### src/rtl/tbuf_dump_pkg.sv
// Package: shared state encoding and width helper for the dump controller.
// Assumes: nothing beyond IEEE 1800-2017.
package tbuf_dump_pkg;

    typedef enum logic [2:0] {
        ST_IDLE  = 3'd0,
        ST_ISSUE = 3'd1,
        ST_WAIT  = 3'd2,
        ST_GAP   = 3'd3,
        ST_DRAIN = 3'd4,
        ST_DONE  = 3'd5
    } dump_state_e;

    // Index width for a count of items, never below one bit.
    function automatic int unsigned idx_width(int unsigned n);
        return (n <= 1) ? 1 : $clog2(n);
    endfunction

endpackage

### src/rtl/tbuf_gap_timer.sv
// Module: tbuf_gap_timer
// Counts down the inter-packet idle time. Loading sets the count to the
// programmed gap; the timer reports expiry once the count reaches zero.
// Assumes: load is a one-cycle pulse at each end-of-packet.
module tbuf_gap_timer #(
    parameter int GAP_W = 4
) (
    input  logic             clk,
    input  logic             rst_n,
    input  logic             load,
    input  logic [GAP_W-1:0] gap_in,
    output logic             expired
);

    logic [GAP_W-1:0] remain_q;

    // Load on packet end, otherwise count down to zero and hold.
    always_ff @(posedge clk) begin
        if (!rst_n) begin
            remain_q <= '0;
        end else if (load) begin
            remain_q <= gap_in;
        end else if (remain_q != '0) begin
            remain_q <= remain_q - GAP_W'(1);
        end
    end

    assign expired = (remain_q == '0);

endmodule

### src/rtl/tbuf_pkt_counters.sv
// Module: tbuf_pkt_counters
// One bank of four progress counters per input: read, dropped, remaining,
// dumped. Clear zeroes every bank and wins over any update in that cycle.
// Assumes: start and pkt_done are never high in the same cycle.
module tbuf_pkt_counters #(
    parameter int NUM_IN = 2,
    parameter int CNT_W  = 8,
    parameter int IN_W   = 1
) (
    input  logic                    clk,
    input  logic                    rst_n,
    input  logic                    clr,
    input  logic                    start,
    input  logic [IN_W-1:0]         start_in,
    input  logic [CNT_W-1:0]        start_num,
    input  logic                    pkt_done,
    input  logic [IN_W-1:0]         pkt_in,
    input  logic                    pkt_bad,
    output logic [NUM_IN*CNT_W-1:0] read_o,
    output logic [NUM_IN*CNT_W-1:0] dropped_o,
    output logic [NUM_IN*CNT_W-1:0] remaining_o,
    output logic [NUM_IN*CNT_W-1:0] dumped_o
);

    for (genvar i = 0; i < NUM_IN; i++) begin : g_bank
        logic [CNT_W-1:0] read_q, drop_q, rem_q, dump_q;
        logic             sel_start, sel_pkt;

        assign sel_start = start    && (start_in == IN_W'(i));
        assign sel_pkt   = pkt_done && (pkt_in   == IN_W'(i));

        // Per-input counter update: clear, load at start, step per page.
        always_ff @(posedge clk) begin
            if (!rst_n || clr) begin
                read_q <= '0;
                drop_q <= '0;
                rem_q  <= '0;
                dump_q <= '0;
            end else if (sel_start) begin
                rem_q <= start_num;
            end else if (sel_pkt) begin
                read_q <= read_q + CNT_W'(1);
                rem_q  <= rem_q - CNT_W'(1);
                if (pkt_bad) begin
                    drop_q <= drop_q + CNT_W'(1);
                end else begin
                    dump_q <= dump_q + CNT_W'(1);
                end
            end
        end

        assign read_o[i*CNT_W +: CNT_W]      = read_q;
        assign dropped_o[i*CNT_W +: CNT_W]   = drop_q;
        assign remaining_o[i*CNT_W +: CNT_W] = rem_q;
        assign dumped_o[i*CNT_W +: CNT_W]    = dump_q;
    end

endmodule

### src/rtl/tbuf_dump_seq.sv
// Module: tbuf_dump_seq
// Sequencer for one dump: walks pages and words, issues one memory request
// at a time, frames the returned words into packets, handles abort and
// reports per-page events to the counters.
// Assumes: memory returns exactly one response per request, in order.
module tbuf_dump_seq import tbuf_dump_pkg::*; #(
    parameter int IN_W           = 1,
    parameter int PAGE_AW        = 4,
    parameter int WORDS_PER_PAGE = 4,
    parameter int DATA_W         = 16,
    parameter int CNT_W          = 8,
    localparam int WORD_W        = idx_width(WORDS_PER_PAGE),
    localparam int ADDR_W        = IN_W + PAGE_AW + WORD_W
) (
    input  logic               clk,
    input  logic               rst_n,
    input  logic               dump_enable,
    input  logic [IN_W-1:0]    cfg_input,
    input  logic [PAGE_AW-1:0] cfg_start_page,
    input  logic [CNT_W-1:0]   cfg_num_packets,
    input  logic               gap_expired,
    output logic               gap_load,
    output logic               mem_req,
    output logic [ADDR_W-1:0]  mem_addr,
    input  logic               mem_rvalid,
    input  logic [DATA_W-1:0]  mem_rdata,
    input  logic               mem_rerr,
    output logic               out_valid,
    output logic               out_sop,
    output logic               out_eop,
    output logic               out_err,
    output logic [DATA_W-1:0]  out_data,
    output logic               dump_active,
    output logic               ev_start,
    output logic               ev_pkt_done,
    output logic               ev_pkt_bad,
    output logic [IN_W-1:0]    ev_pkt_in
);

    localparam logic [WORD_W-1:0] LAST_WORD = WORD_W'(WORDS_PER_PAGE - 1);

    dump_state_e        state_q;
    logic [IN_W-1:0]    in_q;
    logic [PAGE_AW-1:0] page_q;
    logic [WORD_W-1:0]  word_q;
    logic [CNT_W-1:0]   left_q;
    logic               open_q;
    logic               perr_q;
    logic               last_word;

    assign last_word = (word_q == LAST_WORD);

    // Main sequencer and registered output stage.
    always_ff @(posedge clk) begin
        if (!rst_n) begin
            state_q   <= ST_IDLE;
            in_q      <= '0;
            page_q    <= '0;
            word_q    <= '0;
            left_q    <= '0;
            open_q    <= 1'b0;
            perr_q    <= 1'b0;
            out_valid <= 1'b0;
            out_sop   <= 1'b0;
            out_eop   <= 1'b0;
            out_err   <= 1'b0;
            out_data  <= '0;
        end else begin
            out_valid <= 1'b0;
            out_sop   <= 1'b0;
            out_eop   <= 1'b0;
            out_err   <= 1'b0;
            out_data  <= '0;
            unique case (state_q)
                ST_IDLE: begin
                    if (dump_enable) begin
                        in_q    <= cfg_input;
                        page_q  <= cfg_start_page;
                        word_q  <= '0;
                        left_q  <= cfg_num_packets;
                        open_q  <= 1'b0;
                        perr_q  <= 1'b0;
                        state_q <= (cfg_num_packets == '0) ? ST_DONE : ST_ISSUE;
                    end
                end
                ST_ISSUE: begin
                    if (!dump_enable) begin
                        if (open_q) begin
                            out_valid <= 1'b1;
                            out_eop   <= 1'b1;
                            out_err   <= 1'b1;
                        end
                        open_q  <= 1'b0;
                        state_q <= ST_DONE;
                    end else begin
                        state_q <= ST_WAIT;
                    end
                end
                ST_WAIT: begin
                    if (!dump_enable) begin
                        if (open_q) begin
                            out_valid <= 1'b1;
                            out_eop   <= 1'b1;
                            out_err   <= 1'b1;
                        end
                        open_q  <= 1'b0;
                        state_q <= mem_rvalid ? ST_DONE : ST_DRAIN;
                    end else if (mem_rvalid) begin
                        out_valid <= 1'b1;
                        out_data  <= mem_rdata;
                        out_sop   <= (word_q == '0);
                        out_eop   <= last_word;
                        out_err   <= last_word && (perr_q || mem_rerr);
                        if (last_word) begin
                            open_q  <= 1'b0;
                            perr_q  <= 1'b0;
                            word_q  <= '0;
                            page_q  <= page_q + PAGE_AW'(1);
                            left_q  <= left_q - CNT_W'(1);
                            state_q <= (left_q == CNT_W'(1)) ? ST_DONE : ST_GAP;
                        end else begin
                            open_q  <= 1'b1;
                            perr_q  <= perr_q || mem_rerr;
                            word_q  <= word_q + WORD_W'(1);
                            state_q <= ST_ISSUE;
                        end
                    end
                end
                ST_GAP: begin
                    if (!dump_enable) begin
                        state_q <= ST_DONE;
                    end else if (gap_expired) begin
                        state_q <= ST_ISSUE;
                    end
                end
                ST_DRAIN: begin
                    if (mem_rvalid) begin
                        state_q <= ST_DONE;
                    end
                end
                ST_DONE: begin
                    if (!dump_enable) begin
                        state_q <= ST_IDLE;
                    end
                end
                default: state_q <= ST_IDLE;
            endcase
        end
    end

    // Request, address and status decode.
    always_comb begin
        mem_req     = (state_q == ST_ISSUE) && dump_enable;
        mem_addr    = {in_q, page_q, word_q};
        dump_active = (state_q == ST_ISSUE) || (state_q == ST_WAIT) ||
                      (state_q == ST_GAP)   || (state_q == ST_DRAIN);
        ev_start    = (state_q == ST_IDLE) && dump_enable;
        ev_pkt_done = (state_q == ST_WAIT) && dump_enable && mem_rvalid && last_word;
        ev_pkt_bad  = perr_q || mem_rerr;
        ev_pkt_in   = in_q;
        gap_load    = ev_pkt_done;
    end

endmodule

### src/rtl/tbuf_dump_ctrl.sv
// Module: tbuf_dump_ctrl (top)
// Dump controller for a paged transient buffer: sequencer, inter-packet
// gap timer and per-input progress counters.
// Assumes: configuration inputs are held stable while a dump is active.
module tbuf_dump_ctrl import tbuf_dump_pkg::*; #(
    parameter int NUM_IN         = 2,
    parameter int PAGE_AW        = 4,
    parameter int WORDS_PER_PAGE = 4,
    parameter int DATA_W         = 16,
    parameter int CNT_W          = 8,
    parameter int GAP_W          = 4,
    localparam int IN_W          = idx_width(NUM_IN),
    localparam int WORD_W        = idx_width(WORDS_PER_PAGE),
    localparam int ADDR_W        = IN_W + PAGE_AW + WORD_W
) (
    input  logic                    clk,
    input  logic                    rst_n,
    input  logic                    dump_enable,
    input  logic [IN_W-1:0]         cfg_input,
    input  logic [PAGE_AW-1:0]      cfg_start_page,
    input  logic [CNT_W-1:0]        cfg_num_packets,
    input  logic [GAP_W-1:0]        cfg_gap,
    input  logic                    clear_counts,
    output logic                    dump_active,
    output logic                    mem_req,
    output logic [ADDR_W-1:0]       mem_addr,
    input  logic                    mem_rvalid,
    input  logic [DATA_W-1:0]       mem_rdata,
    input  logic                    mem_rerr,
    output logic                    out_valid,
    output logic                    out_sop,
    output logic                    out_eop,
    output logic                    out_err,
    output logic [DATA_W-1:0]       out_data,
    output logic [NUM_IN*CNT_W-1:0] cnt_read,
    output logic [NUM_IN*CNT_W-1:0] cnt_dropped,
    output logic [NUM_IN*CNT_W-1:0] cnt_remaining,
    output logic [NUM_IN*CNT_W-1:0] cnt_dumped
);

    logic            gap_load, gap_expired;
    logic            ev_start, ev_pkt_done, ev_pkt_bad;
    logic [IN_W-1:0] ev_pkt_in;

    tbuf_dump_seq #(
        .IN_W          (IN_W),
        .PAGE_AW       (PAGE_AW),
        .WORDS_PER_PAGE(WORDS_PER_PAGE),
        .DATA_W        (DATA_W),
        .CNT_W         (CNT_W)
    ) u_seq (
        .clk            (clk),
        .rst_n          (rst_n),
        .dump_enable    (dump_enable),
        .cfg_input      (cfg_input),
        .cfg_start_page (cfg_start_page),
        .cfg_num_packets(cfg_num_packets),
        .gap_expired    (gap_expired),
        .gap_load       (gap_load),
        .mem_req        (mem_req),
        .mem_addr       (mem_addr),
        .mem_rvalid     (mem_rvalid),
        .mem_rdata      (mem_rdata),
        .mem_rerr       (mem_rerr),
        .out_valid      (out_valid),
        .out_sop        (out_sop),
        .out_eop        (out_eop),
        .out_err        (out_err),
        .out_data       (out_data),
        .dump_active    (dump_active),
        .ev_start       (ev_start),
        .ev_pkt_done    (ev_pkt_done),
        .ev_pkt_bad     (ev_pkt_bad),
        .ev_pkt_in      (ev_pkt_in)
    );

    tbuf_gap_timer #(
        .GAP_W(GAP_W)
    ) u_gap (
        .clk    (clk),
        .rst_n  (rst_n),
        .load   (gap_load),
        .gap_in (cfg_gap),
        .expired(gap_expired)
    );

    tbuf_pkt_counters #(
        .NUM_IN(NUM_IN),
        .CNT_W (CNT_W),
        .IN_W  (IN_W)
    ) u_cnt (
        .clk        (clk),
        .rst_n      (rst_n),
        .clr        (clear_counts),
        .start      (ev_start),
        .start_in   (cfg_input),
        .start_num  (cfg_num_packets),
        .pkt_done   (ev_pkt_done),
        .pkt_in     (ev_pkt_in),
        .pkt_bad    (ev_pkt_bad),
        .read_o     (cnt_read),
        .dropped_o  (cnt_dropped),
        .remaining_o(cnt_remaining),
        .dumped_o   (cnt_dumped)
    );

endmodule

### config.mk
export PLATFORM = sky130hd
export DESIGN_NAME = tbuf_dump_ctrl
export DESIGN_NICKNAME = d
export VERILOG_FILES = /design/src/rtl/tbuf_dump_pkg.sv /design/src/rtl/tbuf_gap_timer.sv /design/src/rtl/tbuf_pkt_counters.sv /design/src/rtl/tbuf_dump_seq.sv /design/src/rtl/tbuf_dump_ctrl.sv
export SDC_FILE = /design/constraint.sdc
export NUM_CORES = 1
export LEC_CHECK = 0
export CAP_MARGIN = 20
export CORE_MARGIN = 2
export CORE_UTILIZATION = 49
export DETAILED_ROUTE_END_ITERATION = 10
export PLACE_DENSITY = 0.8
export RECOVER_POWER = 50
export SETUP_SLACK_MARGIN = 0.2
export SYNTH_ARGS = -nofsm -noshare
export SYNTH_HDL_FRONTEND = slang
export SYNTH_SLANG_ARGS = --single-unit
### constraint.sdc
create_clock -name clk -period 2.2 [get_ports clk]
set_input_delay 0.22 -clock clk [delete_from_list [all_inputs] [get_ports clk]]
set_output_delay 0.22 -clock clk [all_outputs]
set_load 0.01 [all_outputs]
==> results by group <==
Routing
  – Total iterations of the first detailed-routing run: 4
  – Post-Route WL: 14,100 µm
  – 1st-iter DRT viols: 276
  – Detailed-route via count: 5,040
  – Vias per inst: 5.66
  – Post-route ant nets: 0
  – WL/cell: 15.8 µm
  – DRC viols: 0

Floorplanning
  – Chip height: 106 µm
  – Cell Rows: 37
  – Boundary pin count: 132
  – DIE AREA: 11,300 µm²
  – Starting Density: 0.500
  – Chip Width: 106 µm
  – Core region area: 10,300 µm²

Logic synthesis
  – Flop and latch count out of synthesis: 108
  – Net Count, Synth: 656
  – Avg Cell Area, Syn: 8.54 µm²
  – Number of synthesized flops with an enable pin: 0
  – Sequential area share after synthesis: 0.420
  – Gate Count Post-Synth: 602
  – Ys Warns: 0
  – Asr flop ratio synth: 0
  – Prevailing post-synth register cell: dfxtp_1
  – Post-Syn Area: 5140 µm²
  – Yosys cell types: 64

STA
  – Max-slew headroom: 0.616
  – Final hold viol count: 0
  – Min Tclk post-route: 1920 ps
  – Clock skew: 16.2 ps
  – # setup viols final: 0
  – Final period utilization: 0.874
  – Least-Margin Pin Slew: 575 ps
  – Pins Over Slew Limit: 0
  – Setup TNS: 0 ps
  – FMAX: 520 MHz
  – RSZ-0062 raised after global routing: false
  – Setup ws final: 277 ps

Critical path
  – Arr. time, crit path: 2220 ps
  – CP Max Fanout: 6
  – Setup crit start kind: flip-flop
  – CP required: 2490 ps
  – Crit path kind: flip-flop to flip-flop
  – Critical path capture point type: flip-flop

GRT
  – Pin count of the biggest net entering global routing: 31
  – Initial antenna violation count: 0
  – Vias in the first global route: 4,802
  – Total GRT Usage: 0.251
  – First-pass GRT wire length: 23,200 µm
  – Grt ovf: 0

Clock network
  – CTS tree: done
  – # Post-CTS Setup Buffers: 0
  – Skew-Pair Late Insertion Delay: 360 ps
  – Clock sink count: 108
  – Num CTS Buffers: 9
  – Clock transition at path regs: 100 ps
  – Hold_buf cts: 0
  – Clock tree buffer depth: 2
  – Clk root buf: clkbuf_8
  – H-tree depth: 3

Power
  – Total Power: 4.00 mW
  – Worst vdd ir: 305 µV
  – PwrDens: 576 nW/µm²
  – Static Leakage: 2.74 nW

Place
  – RD Place Congestion: 0.924
  – Hpwl dp: 10,400 µm
  – Port bufs: 131
  – Dpl ws: -56.1 ps

Outcome
  – Status: complete, no violations

Layout
  – Nets: 805
  – Most common cell after layout, fill and taps aside: dfxtp_1
  – Post-route core utilization: 0.676
  – Leading cell types in the layout, fill and taps excluded: dfxtp_1, dlygate4sd3_1, nor2_1, nand2_1, clkdlybuf4s50_1
  – Diode count: 0
  – Share of cells above drive strength 1: 0.0927
  – Filler cell count: 861
  – Area Overhead vs Synth: 35.2%

Hold path
  – HP Class: input port to flip-flop

Flow run
  – Maxcap violations: 0
[path summary, 6_finish.rpt]
check,slack (ps),startpoint,endpoint,cells after the start
max,280,u_seq.word_q[1],u_cnt.g_bank[0].dump_q[7],5
min,410,mem_rdata[9],u_seq.out_data[9],2
max reg2reg,280,u_seq.word_q[1],u_cnt.g_bank[0].dump_q[7],5
min reg2reg,490,u_seq.page_q[3],u_seq.page_q[3],2
[synth_stat cells, drive strengths merged (3+ instances only)]
cell type | number | area share
a2bb2oi | 4 | 0.0068
or2 | 3 | 0.0037
clkbuf | 20 | 0.015
a41o | 3 | 0.0058
o311ai | 3 | 0.0051
nor3b | 4 | 0.0068
inv | 13 | 0.0095
xnor2 | 22 | 0.037
mux2i | 6 | 0.012
a22oi | 5 | 0.0073
o31ai | 3 | 0.0044
nor2b | 6 | 0.0073
xor2 | 11 | 0.019
or4 | 11 | 0.017
nand3 | 31 | 0.030
ha | 15 | 0.036
and3 | 5 | 0.0061
buf | 17 | 0.018
o211ai | 12 | 0.018
dfxtp | 108 | 0.42
a21oi | 43 | 0.042
nor4 | 9 | 0.011
nand2b | 9 | 0.011
nor3 | 20 | 0.020
nand4 | 14 | 0.017
a31oi | 6 | 0.0073
nor2 | 60 | 0.044
o21ai | 18 | 0.018
or3b | 3 | 0.0051
o22ai | 4 | 0.0049
o2111ai | 3 | 0.0051
and2 | 18 | 0.022
a211oi | 7 | 0.010
or3 | 12 | 0.015
nand2 | 48 | 0.035
[worst max-delay path, cell delays in order (launching register included)]
cell and delay [ps]:
dfxtp_1 400, ha_1 300, and3b_1 340, nand4_1 250, or3_1 420, a21oi_1 160
[cells by family after synthesis]
group,share of synthesized area
AOI/OAI and AO/OA,0.161
xor gates and xnor gates,0.0562
adders and majority gates,0.0365
buffers and inverters,0.0423
DFF,0.420
muxes,0.0146
and+or+nand+nor,0.269
[layer usage]
metal,up-vias,track usage,part of all wire
li1,2468,-,-
met1,2381,0.337,0.43
met2,176,0.416,0.48
met3,15,0.0368,0.069
met4,0,0.0826,0.013
met5,-,0,0
[stage by stage]
stage               area (µm²)  cells  hold slack [ps]
floorplan                 5140    602              342
global placement          6790    876              459
detailed placement        6790    876              478
CTS                       6960    891              392
global route              6950    891              389
finish                    6950    891              409
[area by class of cell]
type | count | area, µm² | share of cell area
sequential | 108 | 2160 | 0.311
clock inverter | 6 | 47.5 | 0.00684
timing repair buffer | 175 | 1620 | 0.234
clock buffer | 9 | 124 | 0.0178
inverter | 13 | 48.8 | 0.00702
multi-input combinational | 444 | 2770 | 0.399
tap | 136 | 170 | 0.0245
[timing repair]
action                                  in CTS  in global routing
resized for setup                            5                  3
endpoints found under the setup margin       2                  9
gates cloned                                 0                  0
[registers in the layout, indices dropped and copies added (netlist names)]
name,cells
u_cnt.g_bank.dump_q,16
u_seq.perr_q,1
u_seq.left_q,8
u_gap.remain_q,4
u_cnt.g_bank.read_q,16
u_seq.out_valid,1
u_seq.out_data,16
u_seq.page_q,4
u_seq.word_q,2
u_cnt.g_bank.drop_q,16
u_seq.ev_pkt_in,1
u_seq.state_q,3
u_cnt.g_bank.rem_q,16
u_seq.out_sop,1
u_seq.open_q,1
u_seq.out_eop,1
u_seq.out_err,1
[report_power, final]
part | total, mW | leakage (nW) | switching [mW] | internal, mW
clock | 1.11 | 0.0865 | 0.688 | 0.419
sequential | 2.11 | 0.874 | 0.0803 | 2.03
combinational | 0.784 | 1.78 | 0.400 | 0.384
total | 4.00 | 2.74 | 1.17 | 2.83
Note: power is estimated with default switching activity, not from simulation.
